$ cat src/rtl/afu_pkg.sv
package afu_pkg;

    typedef enum logic [3:0] {
        CLS_NONE       = 4'd0,
        CLS_LOAD       = 4'd1,
        CLS_STORE      = 4'd2,
        CLS_FLUSH      = 4'd3,
        CLS_CLEAN      = 4'd4,
        CLS_ZERO_LINE  = 4'd5,
        CLS_ICACHE_INV = 4'd6,
        CLS_DCACHE_INV = 4'd7,
        CLS_SET_INV    = 4'd8
    } acc_class_e;

    localparam int CAUSE_W      = 3;
    localparam int CAUSE_NOACC  = 0;
    localparam int CAUSE_RDONLY = 1;
    localparam int CAUSE_U0     = 2;

    localparam logic [1:0] ZONE_NOACC = 2'b00;
    localparam logic [1:0] ZONE_FULL  = 2'b11;

endpackage

$ cat src/rtl/afu_class_decode.sv
module afu_class_decode
    import afu_pkg::*;
(
    input  logic [3:0] cls_i,
    input  logic       user_i,
    output logic       zone_elig_o,
    output logic       store_like_o
);
    acc_class_e cls;
    logic       user_store;
    logic       priv_store;

    always_comb begin
        cls = acc_class_e'(cls_i);
        zone_elig_o = 1'b0;
        user_store  = 1'b0;
        priv_store  = 1'b0;
        case (cls)
            CLS_LOAD, CLS_FLUSH, CLS_CLEAN, CLS_ICACHE_INV: begin
                zone_elig_o = 1'b1;
            end
            CLS_STORE, CLS_ZERO_LINE: begin
                zone_elig_o = 1'b1;
                user_store  = 1'b1;
                priv_store  = 1'b1;
            end
            CLS_DCACHE_INV, CLS_SET_INV: begin
                priv_store  = 1'b1;
            end
            default: begin
                zone_elig_o = 1'b0;
            end
        endcase
        store_like_o = user_i ? user_store : priv_store;
    end
endmodule

$ cat src/rtl/afu_u0_source.sv
module afu_u0_source #(
    parameter int ADDR_W  = 32,
    parameter int REGIONS = 32
) (
    input  logic [ADDR_W-1:0]  ea_i,
    input  logic               xlate_i,
    input  logic               tlb_u0_i,
    input  logic [REGIONS-1:0] region_map_i,
    output logic               u0_attr_o
);
    localparam int IDX_W = $clog2(REGIONS);

    logic [IDX_W-1:0] region_idx;

    always_comb begin
        region_idx = ea_i[ADDR_W-1 -: IDX_W];
        u0_attr_o  = xlate_i ? tlb_u0_i : region_map_i[region_idx];
    end
endmodule

$ cat src/rtl/afu_cause_eval.sv
module afu_cause_eval
    import afu_pkg::*;
(
    input  logic               user_i,
    input  logic               xlate_i,
    input  logic [1:0]         zone_i,
    input  logic               wr_en_i,
    input  logic               u0_attr_i,
    input  logic               u0_trap_en_i,
    input  logic               zone_elig_i,
    input  logic               store_like_i,
    output logic [CAUSE_W-1:0] cause_o
);
    logic ro_override;

    always_comb begin
        ro_override = user_i ? (zone_i == ZONE_FULL) : zone_i[1];
        cause_o = '0;
        cause_o[CAUSE_NOACC]  = user_i && xlate_i && (zone_i == ZONE_NOACC)
                                && zone_elig_i;
        cause_o[CAUSE_RDONLY] = xlate_i && !wr_en_i && store_like_i
                                && !ro_override;
        cause_o[CAUSE_U0]     = u0_trap_en_i && u0_attr_i && store_like_i;
    end
endmodule

$ cat src/rtl/access_fault_unit.sv
module access_fault_unit
    import afu_pkg::*;
#(
    parameter int          ADDR_W     = 32,
    parameter int          MSR_W      = 32,
    parameter int          U0_REGIONS = 32,
    parameter int          PREFIX_W   = 16,
    parameter int          MSR_XL_BIT = 4,
    parameter int          MSR_US_BIT = 14,
    parameter logic [15:0] VEC_OFFSET = 16'h0300
) (
    input  logic                   clk,
    input  logic                   rst_n,
    input  logic                   acc_valid,
    input  logic [3:0]             acc_class,
    input  logic [ADDR_W-1:0]      acc_ea,
    input  logic [MSR_W-1:0]       msr_in,
    input  logic [1:0]             zone,
    input  logic                   tlb_wr_en,
    input  logic                   tlb_u0,
    input  logic [U0_REGIONS-1:0]  u0_region_map,
    input  logic                   u0_trap_en,
    input  logic [PREFIX_W-1:0]    vec_prefix,
    output logic                   exc_taken,
    output logic [CAUSE_W-1:0]     exc_cause,
    output logic [PREFIX_W+15:0]   exc_vector,
    output logic [ADDR_W-1:0]      srr0,
    output logic [MSR_W-1:0]       srr1,
    output logic [MSR_W-1:0]       msr_out
);
    localparam int VEC_W = PREFIX_W + 16;

    typedef struct packed {
        logic               exc;
        logic [CAUSE_W-1:0] cause;
        logic [VEC_W-1:0]   vec;
        logic [ADDR_W-1:0]  srr0;
        logic [MSR_W-1:0]   srr1;
        logic [MSR_W-1:0]   msr;
    } state_t;

    state_t state_d, state_q;

    logic               user_w;
    logic               xlate_w;
    logic               zone_elig_w;
    logic               store_like_w;
    logic               u0_attr_w;
    logic [CAUSE_W-1:0] cause_w;
    logic               fault_w;

    assign user_w  = msr_in[MSR_US_BIT];
    assign xlate_w = msr_in[MSR_XL_BIT];

    afu_class_decode u_decode (
        .cls_i        (acc_class),
        .user_i       (user_w),
        .zone_elig_o  (zone_elig_w),
        .store_like_o (store_like_w)
    );

    afu_u0_source #(
        .ADDR_W  (ADDR_W),
        .REGIONS (U0_REGIONS)
    ) u_u0 (
        .ea_i         (acc_ea),
        .xlate_i      (xlate_w),
        .tlb_u0_i     (tlb_u0),
        .region_map_i (u0_region_map),
        .u0_attr_o    (u0_attr_w)
    );

    afu_cause_eval u_cause (
        .user_i       (user_w),
        .xlate_i      (xlate_w),
        .zone_i       (zone),
        .wr_en_i      (tlb_wr_en),
        .u0_attr_i    (u0_attr_w),
        .u0_trap_en_i (u0_trap_en),
        .zone_elig_i  (zone_elig_w),
        .store_like_i (store_like_w),
        .cause_o      (cause_w)
    );

    assign fault_w = acc_valid && (cause_w != '0);

    always_comb begin
        state_d     = state_q;
        state_d.exc = 1'b0;
        if (fault_w) begin
            state_d.exc   = 1'b1;
            state_d.cause = cause_w;
            state_d.vec   = {vec_prefix, VEC_OFFSET};
            state_d.srr0  = acc_ea;
            state_d.srr1  = msr_in;
            state_d.msr   = msr_in;
            state_d.msr[MSR_XL_BIT] = 1'b0;
            state_d.msr[MSR_US_BIT] = 1'b0;
        end
    end

    always_ff @(posedge clk) begin
        if (!rst_n) begin
            state_q <= '0;
        end else begin
            state_q <= state_d;
        end
    end

    assign exc_taken  = state_q.exc;
    assign exc_cause  = state_q.cause;
    assign exc_vector = state_q.vec;
    assign srr0       = state_q.srr0;
    assign srr1       = state_q.srr1;
    assign msr_out    = state_q.msr;

    assert_real_mode_quiet_R4: assert property (@(posedge clk) disable iff (!rst_n)
        !xlate_w |-> (!cause_w[CAUSE_NOACC] && !cause_w[CAUSE_RDONLY]));

    assert_noacc_user_only_R1: assert property (@(posedge clk) disable iff (!rst_n)
        cause_w[CAUSE_NOACC] |-> (user_w && zone == ZONE_NOACC));

    assert_u0_gated_R6: assert property (@(posedge clk) disable iff (!rst_n)
        !u0_trap_en |-> !cause_w[CAUSE_U0]);

    assert_srr_capture_R7: assert property (@(posedge clk) disable iff (!rst_n)
        (acc_valid && cause_w != '0) |=> (exc_taken && srr0 == $past(acc_ea)
                                          && srr1 == $past(msr_in)));

    assert_msr_cleared_R8: assert property (@(posedge clk) disable iff (!rst_n)
        exc_taken |-> (!msr_out[MSR_XL_BIT] && !msr_out[MSR_US_BIT]));

    assert_cause_present_R10: assert property (@(posedge clk) disable iff (!rst_n)
        exc_taken |-> (exc_cause != '0));

    assert_idle_hold_R11: assert property (@(posedge clk) disable iff (!rst_n)
        !acc_valid |=> (!exc_taken && $stable(srr0) && $stable(srr1)
                        && $stable(msr_out)));
endmodule

$ cat config.mk
export PLATFORM = sky130hd
export DESIGN_NAME = access_fault_unit
export DESIGN_NICKNAME = d
export VERILOG_FILES = /design/src/rtl/afu_pkg.sv /design/src/rtl/afu_class_decode.sv /design/src/rtl/afu_u0_source.sv /design/src/rtl/afu_cause_eval.sv /design/src/rtl/access_fault_unit.sv
export SDC_FILE = /design/constraint.sdc
export NUM_CORES = 1
export LEC_CHECK = 0
export ABC_AREA = 1
export ABC_CLOCK_PERIOD_IN_PS = 1550
export BUFFER_PORTS_ARGS = -buffer_cell sky130_fd_sc_hd__buf_2
export CORE_MARGIN = 1
export CORE_UTILIZATION = 40
export DETAILED_ROUTE_END_ITERATION = 7
export HOLD_SLACK_MARGIN = 0.08
export PLACE_DENSITY = 0.78
export SLEW_MARGIN = 20
export SYNTH_ARGS = -nofsm -noshare
export SYNTH_HDL_FRONTEND = slang
export SYNTH_SLANG_ARGS = --single-unit
$ cat constraint.sdc
create_clock -name clk -period 1.55 [get_ports clk]
set_input_delay 0.155 -clock clk [delete_from_list [all_inputs] [get_ports clk]]
set_output_delay 0.155 -clock clk [all_outputs]
set_load 0.02 [all_outputs]
==> results of run 1 <==
## final cells by class
cell class | count | area, um2
Fill cell | 1014 | 4230
Timing Repair Buffer | 294 | 1900
Tap cell | 136 | 170
Inverter | 101 | 385
Clock buffer | 10 | 128
Multi-Input combinational cell | 440 | 1810
Sequential cell | 85 | 1700
Clock inverter | 6 | 46.3
## cell families (layout without fill, tap and decap cells)
group | Yosys count | count (layout)
compound gates | 10 | 10
buf+inv | 178 | 411
flops | 85 | 85
other cells | 1 | 16
simple gates | 412 | 414
## worst paths after layout
| path | to | start |
|---|---|---|
| min reg2reg | srr0[26] | srr0[26] |
| max | srr1[14] | msr_in[14] |
| min | srr0[14] | acc_ea[14] |
| max reg2reg | exc_cause[2] | exc_cause[2] |
## per-layer routing
layer | GRT usage, % | part of all wire [%]
met3 | 5.38 | 6.9
met4 | 6.74 | 2.0
met5 | 0 | 0
met1 | 22.1 | 42
met2 | 34.4 | 49
## Yosys cell counts
cell,number,area share [%]
sky130_fd_sc_hd__inv_2,1,0.088
sky130_fd_sc_hd__conb_1,1,0.088
sky130_fd_sc_hd__o21ai_0,2,0.23
sky130_fd_sc_hd__a21oi_1,5,0.58
sky130_fd_sc_hd__buf_1,1,0.088
sky130_fd_sc_hd__or2_1,1,0.15
sky130_fd_sc_hd__nor3_1,1,0.12
sky130_fd_sc_hd__dfxtp_1,85,40
sky130_fd_sc_hd__o22ai_1,1,0.15
sky130_fd_sc_hd__nand2_1,215,19
sky130_fd_sc_hd__nand2_4,1,0.26
sky130_fd_sc_hd__buf_2,9,1.1
sky130_fd_sc_hd__clkbuf_1,8,0.70
sky130_fd_sc_hd__o211ai_1,1,0.18
sky130_fd_sc_hd__buf_6,5,1.3
sky130_fd_sc_hd__nand3_1,27,3.2
sky130_fd_sc_hd__nor2_1,165,14
sky130_fd_sc_hd__inv_4,1,0.15
sky130_fd_sc_hd__a211oi_1,1,0.18
sky130_fd_sc_hd__nand2_2,1,0.15
sky130_fd_sc_hd__buf_4,54,9.5
sky130_fd_sc_hd__or2_2,1,0.15
sky130_fd_sc_hd__inv_1,99,8.7
## stage by stage
step	worst slack, ns	cell area [um2]	hold slack, ns	setup TNS, ns
after floorplan	-0.0204	4340	0.343	-1.62
after global routing	-0.0147	6140	0.0864	-0.0318
final	0.0752	6140	0.0969	0
after detailed placement	-0.311	5400	0.451	-22.59
after global placement	-0.277	5400	0.446	-20.69
after CTS	0.0581	5760	0.0800	0
## worst max-delay path: stages
cell                         delay (ns)
sky130_fd_sc_hd__buf_2             0.07
sky130_fd_sc_hd__inv_1             0.05
sky130_fd_sc_hd__or2_2             0.29
sky130_fd_sc_hd__a211oi_2          0.20
sky130_fd_sc_hd__nand3_1           0.14
sky130_fd_sc_hd__nand2_2           0.11
sky130_fd_sc_hd__clkinvlp_4        0.12
sky130_fd_sc_hd__buf_12            0.14
sky130_fd_sc_hd__nand2_8           0.11
sky130_fd_sc_hd__buf_12            0.15
sky130_fd_sc_hd__nand2_1           0.05
sky130_fd_sc_hd__nand2_1           0.06
sky130_fd_sc_hd__nor2_1            0.04
## registers in the layout (all words and copies together) (netlist names)
name / cells
exc_vector: 17
srr0: 32
exc_cause: 3
srr1: 32
exc_taken: 1
## timing repair
action	4_1_cts	5_1_grt
setup endpoints to repair	0	79
hold buffers	18	2
resized for setup	0	24
buffers inserted	0	3
hold endpoints to repair	18	2
## power breakdown
group | internal, W | switching, W | leakage (nW)
logic | 0.000522 | 0.000719 | 2.83
clock network | 0.000594 | 0.000818 | 0.0833
registers | 0.00230 | 0.0000677 | 0.691
==> Flow_metrics.wiki, run 1 <==
{| class="wikitable"
! Metric !! Value
|-
| Routed wirelength normalized by instance count || 11.6 um
|-
| Final Skew || 0 ns
|-
| Post-synthesis cell area || 4280 um2
|-
| Global-route total usage across every layer || 19.4%
|-
| Number of buffers created by CTS || 9
|-
| Remaining number of nets flagged by the antenna check after routing || 0
|-
| Maximum clock rate || 0.678 GHz
|-
| YS warnings || 0
|-
| Final number of setup-violating endpoints || 0
|-
| Complex-gate fraction of the synthesized area || 1.32%
|-
| Wire length after detailed routing || 12.4 mm
|-
| Worst reg-to-reg setup slack || 0.88 ns
|-
| Total Power Consumption || 0.00502 W
|-
| LEAKAGE || 3.61 nW
|-
| Pin count of the biggest net entering global routing || 49
|-
| Grt total ovfl || 0
|-
| Final Slew Violations || 0
|-
| Share of post-route cells with drive strength above 1 || 32.6%
|-
| Worst endpoint required time || 1.78 ns
|-
| Clk_lat worst skew || 0.34 ns
|-
| Number of distinct library cells after synthesis || 23
|-
| Chip width || 105 um
|-
| CTS tree || yes
|-
| Final weighted congestion in routability-driven placement || 0.797
|-
| Antenna Diode Count || 0
|-
| DRC || 0
|-
| Outcome || complete, no violations
|-
| Clock transition at the registers of the reported paths || 0.10 ns
|-
| Area of the core || 10400 um2
|-
| Area fraction in and, or, nand and nor cells after synthesis || 37.3%
|-
| Crit path kind || primary input to register
|-
| Final Critical Period || 1.47 ns
|-
| Number of nets in the layout || 1055
|-
| Count of buffers from port buffering || 239
|-
| Starting utilization of the core area || 41.3%
|-
| Sort of element at the start of the critical path || primary input
|-
| Reg2reg path depth || 2
|-
| Arrival time of data at the critical path endpoint || 1.71 ns
|-
| Htree depth || 3
|-
| Instance count after placement with tap cells included || 1021
|-
| Most common cell after layout, fill and taps aside || sky130_fd_sc_hd__buf_2
|-
| Global-route wire length before repair || 17.5 mm
|-
| Portion of the clock cycle consumed by the worst path in the final layout || 95.1%
|-
| XOR/XNOR Fraction of Synth Area || 0%
|-
| Layout overhead on the synthesized area || 43.4%
|-
| Portion of the post-synthesis area used by sequential elements || 39.8%
|-
| Number of sinks driven by the clock tree || 85
|-
| CP endpoint kind || register
|-
| Gate count of the mapped netlist || 686
|-
| Io pins || 256
|-
| VDD IR max || 0.544 mV
|-
| Area of the die || 11100 um2
|-
| Largest family of logic cells by synthesized area || simple AND/OR/NAND/NOR gates
|-
| Multiplexer area fraction after synthesis || 0%
|-
| 1st-iter DRT viols || 228
|-
| Number of cells on the worst hold path || 5
|-
| Detailed-router iteration count before antenna repair || 5
|-
| End-of-flow core utilization || 59.2%
|-
| Crit Path Max Fanout || 12
|-
| DIE HEIGHT || 105 um
|-
| Min-Delay Path Class || primary input to register
|-
| Detail-routed via count per cell || 4.30
|-
| Total vias in the final route || 4607
|-
| Adder-cell share of the synthesized area || 0%
|-
| Synth Area per Inst || 6.24 um2
|-
| Via count of the first global-routing pass || 3978
|-
| Power density of the placed cells || 818 nW/um2
|-
| Count of endpoints failing hold in the final timing report || 0
|-
| Max Cap Viol || 0
|-
| Worst-case clock buffer depth || 2
|-
| Root cell of the clock tree || sky130_fd_sc_hd__clkbuf_8
|-
| Row Count || 37
|-
| Number of antenna violations at the first check in global routing || 0
|-
| Commonest cells after routing, fill and taps aside || sky130_fd_sc_hd__buf_2 (238), sky130_fd_sc_hd__nand2_1 (211), sky130_fd_sc_hd__nor2_1 (164), sky130_fd_sc_hd__inv_1 (98), sky130_fd_sc_hd__dfxtp_1 (85)
|-
| Post-detailed-placement half-perimeter wirelength || 8.04 mm
|-
| Post-synthesis register bit count || 85
|-
| Non-filler cells in the finished layout || 1072
|}
Note: power is estimated with default switching activity, not from simulation.
==> inputs of run 2 (changes only) <==
- ABC_AREA: 1 -> not set
- CORE_UTILIZATION: 40 -> 39
- HOLD_SLACK_MARGIN: 0.08 -> not set
- PLACE_DENSITY: 0.78 -> 0.76
==> Flow_metrics.wiki, run 2 <==
{| class="wikitable"
! Metric !! Value
|-
| Number of distinct library cells after synthesis || 39 (+70%)
|-
| Final Skew || 0 ns (unchanged)
|-
| Routed wirelength normalized by instance count || 13.5 um (+17%)
|-
| Number of sinks driven by the clock tree || 85 (unchanged)
|-
| 1st-iter DRT viols || 155 (-32%)
|-
| Maximum clock rate || 0.554 GHz (-18%)
|-
| Main area contributors after synthesis || sky130_fd_sc_hd__dfxtp_1 (40%), sky130_fd_sc_hd__mux2i_1 (19%), sky130_fd_sc_hd__nand2_1 (15%)
|-
| Remaining number of nets flagged by the antenna check after routing || 0 (unchanged)
|-
| YS warnings || 0 (unchanged)
|-
| Number of antenna violations at the first check in global routing || 0 (unchanged)
|-
| Pin count of the biggest net entering global routing || 89 (+82%)
|-
| Post-synthesis register bit count || 85 (unchanged)
|-
| Library cell with the largest summed area after synthesis || sky130_fd_sc_hd__dfxtp_1
|-
| Min-Delay Path Class || primary input to register
|-
| DRC || 0 (unchanged)
|-
| Arrival time of data at the critical path endpoint || 2.04 ns (+0.33 ns)
|-
| Chip width || 106 um (+0.59%)
|-
| Crit Path Max Fanout || 9 (-3)
|-
| Global-route total usage across every layer || 19.3% (-0.062 points)
|-
| Number of buffers created by CTS || 9 (unchanged)
|-
| Root cell of the clock tree || sky130_fd_sc_hd__clkbuf_8
|-
| Number of hold-repair buffers added at the cts stage || 0 (-18)
|-
| Power density of the placed cells || 786 nW/um2 (-3.9%)
|-
| Crit path kind || primary input to register
|-
| Area of the die || 11300 um2 (+1.2%)
|-
| Clock transition at the registers of the reported paths || 0.08 ns (-0.02 ns)
|-
| Row Count || 37 (unchanged)
|-
| Failing checks || negative setup slack
|-
| Outcome || complete, but fails checks
|-
| Number of enable flip-flop cells after synthesis || 0 (unchanged)
|-
| Max Cap Viol || 0 (unchanged)
|-
| CTS tree || yes
|-
| Combinational fraction of design power || 19.1% (-5.6 points)
|-
| Layout overhead on the synthesized area || 38.8%
|-
| Most common flop cell mapped by yosys || sky130_fd_sc_hd__dfxtp_1
|-
| Final worst slack || -0.254 ns (-0.329 ns)
|-
| Sw frac || 26.3% (-5.7 points)
|-
| Global-route wire length before repair || 17.1 mm (-2.4%)
|-
| Post-synthesis cell area || 4220 um2 (-1.3%)
|-
| Top-area cell type share of the netlist area || 40.3% (+0.53 points)
|-
| Synth Area per Inst || 9.18 um2 (+47%)
|-
| Portion of the post-synthesis area used by sequential elements || 40.3% (+0.53 points)
|-
| Post-detailed-placement half-perimeter wirelength || 7.94 mm (-1.2%)
|-
| Final Slew Violations || 0 (unchanged)
|-
| End-of-flow core utilization || 56.3% (-2.9 points)
|-
| Most frequent cell after synthesis || sky130_fd_sc_hd__nand2_1
|-
| Io pins || 256 (unchanged)
|-
| Total vias in the final route || 3844 (-17%)
|-
| Post-synth top cells || sky130_fd_sc_hd__nand2_1 (165), sky130_fd_sc_hd__dfxtp_1 (85), sky130_fd_sc_hd__mux2i_1 (81)
|-
| Final number of setup-violating endpoints || 80 (+80)
|-
| Gate count of the mapped netlist || 460 (-33%)
|-
| CP endpoint kind || register
|-
| Share of post-route cells with drive strength above 1 || 45.4% (+13 points)
|-
| Count of buffers from port buffering || 239 (unchanged)
|-
| Most common cell after layout, fill and taps aside || sky130_fd_sc_hd__buf_2
|-
| Number of cells on the worst hold path || 3 (-2)
|-
| LEAKAGE || 3.43 nW (-5.0%)
|-
| Reg2reg path depth || 2 (unchanged)
|-
| Antenna Diode Count || 0 (unchanged)
|-
| Worst-case clock buffer depth || 2 (unchanged)
|-
| Clock share of power || 31.5% (+3.4 points)
|-
| Final Critical Period || 1.80 ns (+0.329 ns)
|-
| Power spent charging and discharging nets || 0.00121 W (-25%)
|-
| DIE HEIGHT || 106 um (+0.59%)
|-
| Area of the core || 10400 um2 (+0.45%)
|-
| VDD IR max || 0.427 mV (-22%)
|-
| Sort of element at the start of the critical path || primary input
|-
| Portion of the clock cycle consumed by the worst path in the final layout || 116% (+21 points)
|-
| Final weighted congestion in routability-driven placement || 0.798 (about the same)
|-
| RSZ-0062 raised after global routing || yes
|-
| Worst endpoint required time || 1.78 ns (about the same)
|-
| Commonest cells after routing, fill and taps aside || sky130_fd_sc_hd__buf_2 (234), sky130_fd_sc_hd__nand2_1 (165), sky130_fd_sc_hd__dfxtp_1 (85), sky130_fd_sc_hd__mux2i_1 (79), sky130_fd_sc_hd__buf_4 (21)
|-
| Number of nets in the layout || 809 (-23%)
|-
| Count of endpoints failing hold in the final timing report || 0 (unchanged)
|-
| Clk_lat worst skew || 0.34 ns (about the same)
|-
| Wire length after detailed routing || 11.1 mm (-10%)
|-
| Detail-routed via count per cell || 4.66 (+8.4%)
|-
| Ys async rst share || 0% (unchanged)
|-
| Grt total ovfl || 0 (unchanged)
|-
| Internal Dissipation || 0.00340 W (-0.56%)
|-
| Post-Route Hold Slack || 0.0464 ns (-0.0505 ns)
|-
| Sequential group share of total power || 49.4% (+2.2 points)
|-
| Detailed-router iteration count before antenna repair || 6 (+1)
|-
| Via count of the first global-routing pass || 3813 (-4.1%)
|-
| Htree depth || 3 (unchanged)
|-
| Starting utilization of the core area || 40.6% (-0.72 points)
|}
## run 2: cell types whose count changed after synthesis, moves of 12 or more
| cell | previous run | this run |
|---|---|---|
| sky130_fd_sc_hd__clkbuf_1 | 8 | 20 |
| sky130_fd_sc_hd__inv_1 | 99 | 2 |
| sky130_fd_sc_hd__mux2i_1 | 0 | 81 |
| sky130_fd_sc_hd__nand2_1 | 215 | 165 |
| sky130_fd_sc_hd__nand3_1 | 27 | 0 |
| sky130_fd_sc_hd__nor2_1 | 165 | 1 |
## run 2: logic make-up (layout without fill, tap and decap cells)
kind of cell    Yosys count  in the layout  synth area share [%]
compound gates           17             17                  3.29
other cells               1             16                0.0888
simple gates            186            186                  18.2
mux                      91             91                  23.5
flops                    85             85                  40.3
buf+inv                  80            294                  14.6
## run 2: stage by stage
stage	power (W)	std cells	area, um2	worst slack, ns	setup TNS (ns)
floorplan	0.00285	475	4290	-0.339	-27.32
global placement	0.00308	798	5300	-0.534	-43.71
detailed placement	0.00311	798	5300	-0.632	-47.88
CTS	0.00465	825	5790	-0.242	-17.20
global route	0.00487	825	5860	-0.274	-18.90
finish	0.00461	825	5860	-0.254	-17.26
## run 2: worst paths after layout
kind                                      from             end  slack [ns]
worst max-delay path              acc_class[1]        srr0[26]       -0.25
worst min-delay path                msr_in[19]        srr1[19]        0.05
worst max register to register  exc_vector[20]  exc_vector[20]        0.88
worst min register to register        srr0[23]        srr0[23]        0.46
## run 2: per-layer routing
layer | vias to the layer above | wire length [um] | track usage (%)
met4 | 0 | 135 | 5.95
met2 | 159 | 5960 | 37.4
met3 | 10 | 660 | 5.03
met5 | - | 0 | 0
met1 | 1772 | 4370 | 20.1
li1 | 1903 | - | -
## run 2: critical path, cell delays in order
cell and delay (ns):
sky130_fd_sc_hd__buf_6 0.10, sky130_fd_sc_hd__or4bb_4 0.55, sky130_fd_sc_hd__a221oi_4 0.29, sky130_fd_sc_hd__nor3_2 0.10
sky130_fd_sc_hd__a211o_4 0.39, sky130_fd_sc_hd__buf_8 0.16, sky130_fd_sc_hd__clkbuf_16 0.17, sky130_fd_sc_hd__mux2i_1 0.12
## run 2: area by class of cell
cell class,instances,area [um2]
Timing Repair Buffer,277,1750
Inverter,2,7.51
Fill cell,951,4550
Tap cell,136,170
Clock inverter,2,35.0
Clock buffer,13,139
Multi-Input combinational cell,310,2060
Sequential cell,85,1700
## run 2: power by group through the flow
stage	Combinational [W]	Sequential (W)	Clock (W)
after floorplan	0.000452	0.00240	0
after global placement	0.000760	0.00232	0
after detailed placement	0.000779	0.00233	0
after CTS	0.000864	0.00228	0.00151
after global routing	0.000945	0.00228	0.00165
final	0.000879	0.00228	0.00145
## run 2: what timing repair did
| action | in CTS | in global routing |
|---|---|---|
| gates resized for setup | 23 | 20 |
| setup endpoints to repair | 85 | 85 |
| endpoints found under the hold margin | 0 | 0 |
| pin swaps | 6 | 10 |
| gates cloned | 7 | 2 |
| setup buffers | 6 | 2 |
==> inputs of run 3 (changes only) <==
- HOLD_SLACK_MARGIN: not set -> 0.1
==> Flow_metrics.wiki, run 3 (synthesis gave the netlist of run 2 again) <==
{| class="wikitable"
! Metric !! Value
|-
| Worst path max stage delay || 0.55 ns (about the same)
|-
| Detail-routed via count per cell || 4.70 (+0.85%)
|-
| 1st-iter DRT viols || 144 (-7.1%)
|-
| Global-route total usage across every layer || 21.9% (+2.6 points)
|-
| Cell type group with the largest total delay on the critical path || compound AO/OA/AOI/OAI gates
|-
| Sw frac || 26.4% (+0.13 points)
|-
| Routed wirelength normalized by instance count || 14.3 um (+5.9%)
|-
| Final Slew Violations || 0 (unchanged)
|-
| Count of buffers from port buffering || 239 (unchanged)
|-
| Number of buffers created by CTS || 9 (unchanged)
|-
| Via count of the first global-routing pass || 4292 (+13%)
|-
| Worst path bufs/invs || 3 (unchanged)
|-
| Combinational fraction of design power || 21.7% (+2.6 points)
|-
| RSZ-0062 raised after global routing || yes
|-
| Remaining number of nets flagged by the antenna check after routing || 0 (unchanged)
|-
| Sort of element at the start of the critical path || primary input
|-
| Max Cap Viol || 0 (unchanged)
|-
| Portion of the clock cycle consumed by the worst path in the final layout || 117% (+0.46 points)
|-
| Layout overhead on the synthesized area || 56.7%
|-
| Crit path kind || primary input to register
|-
| CP endpoint kind || register
|-
| Total vias in the final route || 4229 (+10%)
|-
| Area of the die || 11300 um2 (unchanged)
|-
| DRC || 0 (unchanged)
|-
| Number of antenna violations at the first check in global routing || 0 (unchanged)
|-
| Commonest cells after routing, fill and taps aside || sky130_fd_sc_hd__buf_2 (234), sky130_fd_sc_hd__nand2_1 (165), sky130_fd_sc_hd__dfxtp_1 (85), sky130_fd_sc_hd__mux2i_1 (78), sky130_fd_sc_hd__dlygate4sd3_1 (75)
|-
| LEAKAGE || 3.73 nW (+9.0%)
|-
| Starting utilization of the core area || 40.6% (unchanged)
|-
| Io pins || 256 (unchanged)
|-
| Chip width || 106 um (unchanged)
|-
| Min-Delay Path Class || primary input to register
|-
| Count of endpoints failing hold in the final timing report || 0 (unchanged)
|-
| Most common cell type on the critical path || sky130_fd_sc_hd__buf_6
|-
| Antenna Diode Count || 0 (unchanged)
|-
| Final worst slack || -0.261 ns (-0.00714 ns)
|-
| Pin count of the biggest net entering global routing || 89 (unchanged)
|-
| Internal Dissipation || 0.00352 W (+3.6%)
|-
| Final Skew || 0 ns (unchanged)
|-
| Wire length after detailed routing || 12.9 mm (+16%)
|-
| Area of the core || 10400 um2 (unchanged)
|-
| Crit Path Max Fanout || 9 (unchanged)
|-
| Final weighted congestion in routability-driven placement || 0.798 (unchanged)
|-
| Final number of setup-violating endpoints || 80 (unchanged)
|-
| Clock share of power || 30.6% (-0.9 points)
|-
| Clk_lat worst skew || 0.34 ns (about the same)
|-
| Worst endpoint required time || 1.78 ns (about the same)
|-
| Htree depth || 3 (unchanged)
|-
| Slowest cell on the critical path || sky130_fd_sc_hd__or4bb_4
|-
| Number of nets in the layout || 884 (+9.3%)
|-
| Outcome || complete, but fails checks
|-
| Post-detailed-placement half-perimeter wirelength || 7.94 mm (unchanged)
|-
| Sequential group share of total power || 47.6% (-1.8 points)
|-
| Share of post-route cells with drive strength above 1 || 41.1% (-4.3 points)
|-
| Root cell of the clock tree || sky130_fd_sc_hd__clkbuf_8
|-
| Detailed-router iteration count before antenna repair || 4 (-2)
|-
| Failing checks || negative setup slack
|-
| Row Count || 37 (unchanged)
|-
| Final Critical Period || 1.81 ns (+0.00714 ns)
|-
| Grt total ovfl || 0 (unchanged)
|-
| Critical path cell sequence || buf_6 -> or4bb_4 -> a221oi_4 -> nor3_2 -> a211o_4 -> buf_6 -> buf_16 -> mux2i_2
|-
| Power spent charging and discharging nets || 0.00126 W (+4.3%)
|-
| Most common cell after layout, fill and taps aside || sky130_fd_sc_hd__buf_2
|-
| VDD IR max || 0.436 mV (+2.2%)
|-
| CTS tree || yes
|-
| Maximum clock rate || 0.552 GHz (-0.39%)
|-
| Worst-case clock buffer depth || 2 (unchanged)
|-
| Power density of the placed cells || 723 nW/um2 (-8.0%)
|-
| Number of sinks driven by the clock tree || 85 (unchanged)
|-
| Global-route wire length before repair || 19.4 mm (+13%)
|-
| Post-Route Hold Slack || 0.170 ns (+0.123 ns)
|-
| Total Power Consumption || 0.00478 W (+3.8%)
|-
| Clock transition at the registers of the reported paths || 0.08 ns (about the same)
|-
| Arrival time of data at the critical path endpoint || 2.04 ns (about the same)
|-
| DIE HEIGHT || 106 um (unchanged)
|}
run 3: changes by cell type in the layout (fill, tap and decap cells not counted), sizes merged:
cell / before / now
dlygate4sd3: 0 / 75
run 3: routing by layer:
layer  track usage (%)  share of wire, %  routed length, um  up-vias
met5                 0                 0                  0        -
met4              8.83               1.7                221        0
met3              5.46               5.9                761       19
met2              43.0                55               7070      195
met1              21.6                37               4800     1958
li1                  -                 -                  -     2057
run 3: tightest hold or removal path, delay by kind of cell:
kind | cells | cell delay [ns]
buf+inv | 1 | 0.18
simple gates | 1 | 0.08
mux | 1 | 0.05
run 3: timing repair:
item / CTS / global route
buffers inserted: 6 / 2
setup endpoints to repair: 85 / 85
pin swaps: 6 / 11
resized for setup: 23 / 21
endpoints found under the hold margin: 75 / 0
gates cloned: 7 / 2
hold buffers: 75 / 0
run 3: path summary, 6_finish.rpt:
path             startpoint        endpoint  slack (ns)  cells past startpoint
max            acc_class[1]        srr0[30]       -0.26                      8
min                   rst_n        srr1[13]        0.17                      3
max reg2reg  exc_vector[20]  exc_vector[20]        0.87                      2
min reg2reg        srr0[23]        srr0[23]        0.46                      2
run 3: final cells by class:
class / count / area (um2)
well taps: 136 / 170
inverters: 2 / 7.51
flip-flops and latches: 85 / 1700
clock buffers: 13 / 139
repair buffers: 352 / 2500
clock inverters: 2 / 35.0
fillers: 844 / 3800
multi-input cells: 310 / 2070
run 3: stage by stage:
step	setup WS [ns]	area [um2]	cells	utilization, %	TNS [ns]
2_1_floorplan	-0.339	4290	475	-	-27.32
3_3_place_gp	-0.534	5300	798	50.9	-43.71
3_5_place_dp	-0.632	5300	798	50.9	-47.88
4_1_cts	-0.242	6540	900	62.8	-17.20
5_1_grt	-0.291	6620	900	63.5	-18.96
6_report	-0.261	6620	900	63.5	-17.25
run 3: power by group through the flow:
stage | clock, W | combinational, W | sequential, W
floorplan | 0 | 0.000452 | 0.00240
global placement | 0 | 0.000760 | 0.00232
detailed placement | 0 | 0.000779 | 0.00233
CTS | 0.00151 | 0.00101 | 0.00228
global route | 0.00164 | 0.00111 | 0.00229
finish | 0.00147 | 0.00104 | 0.00228
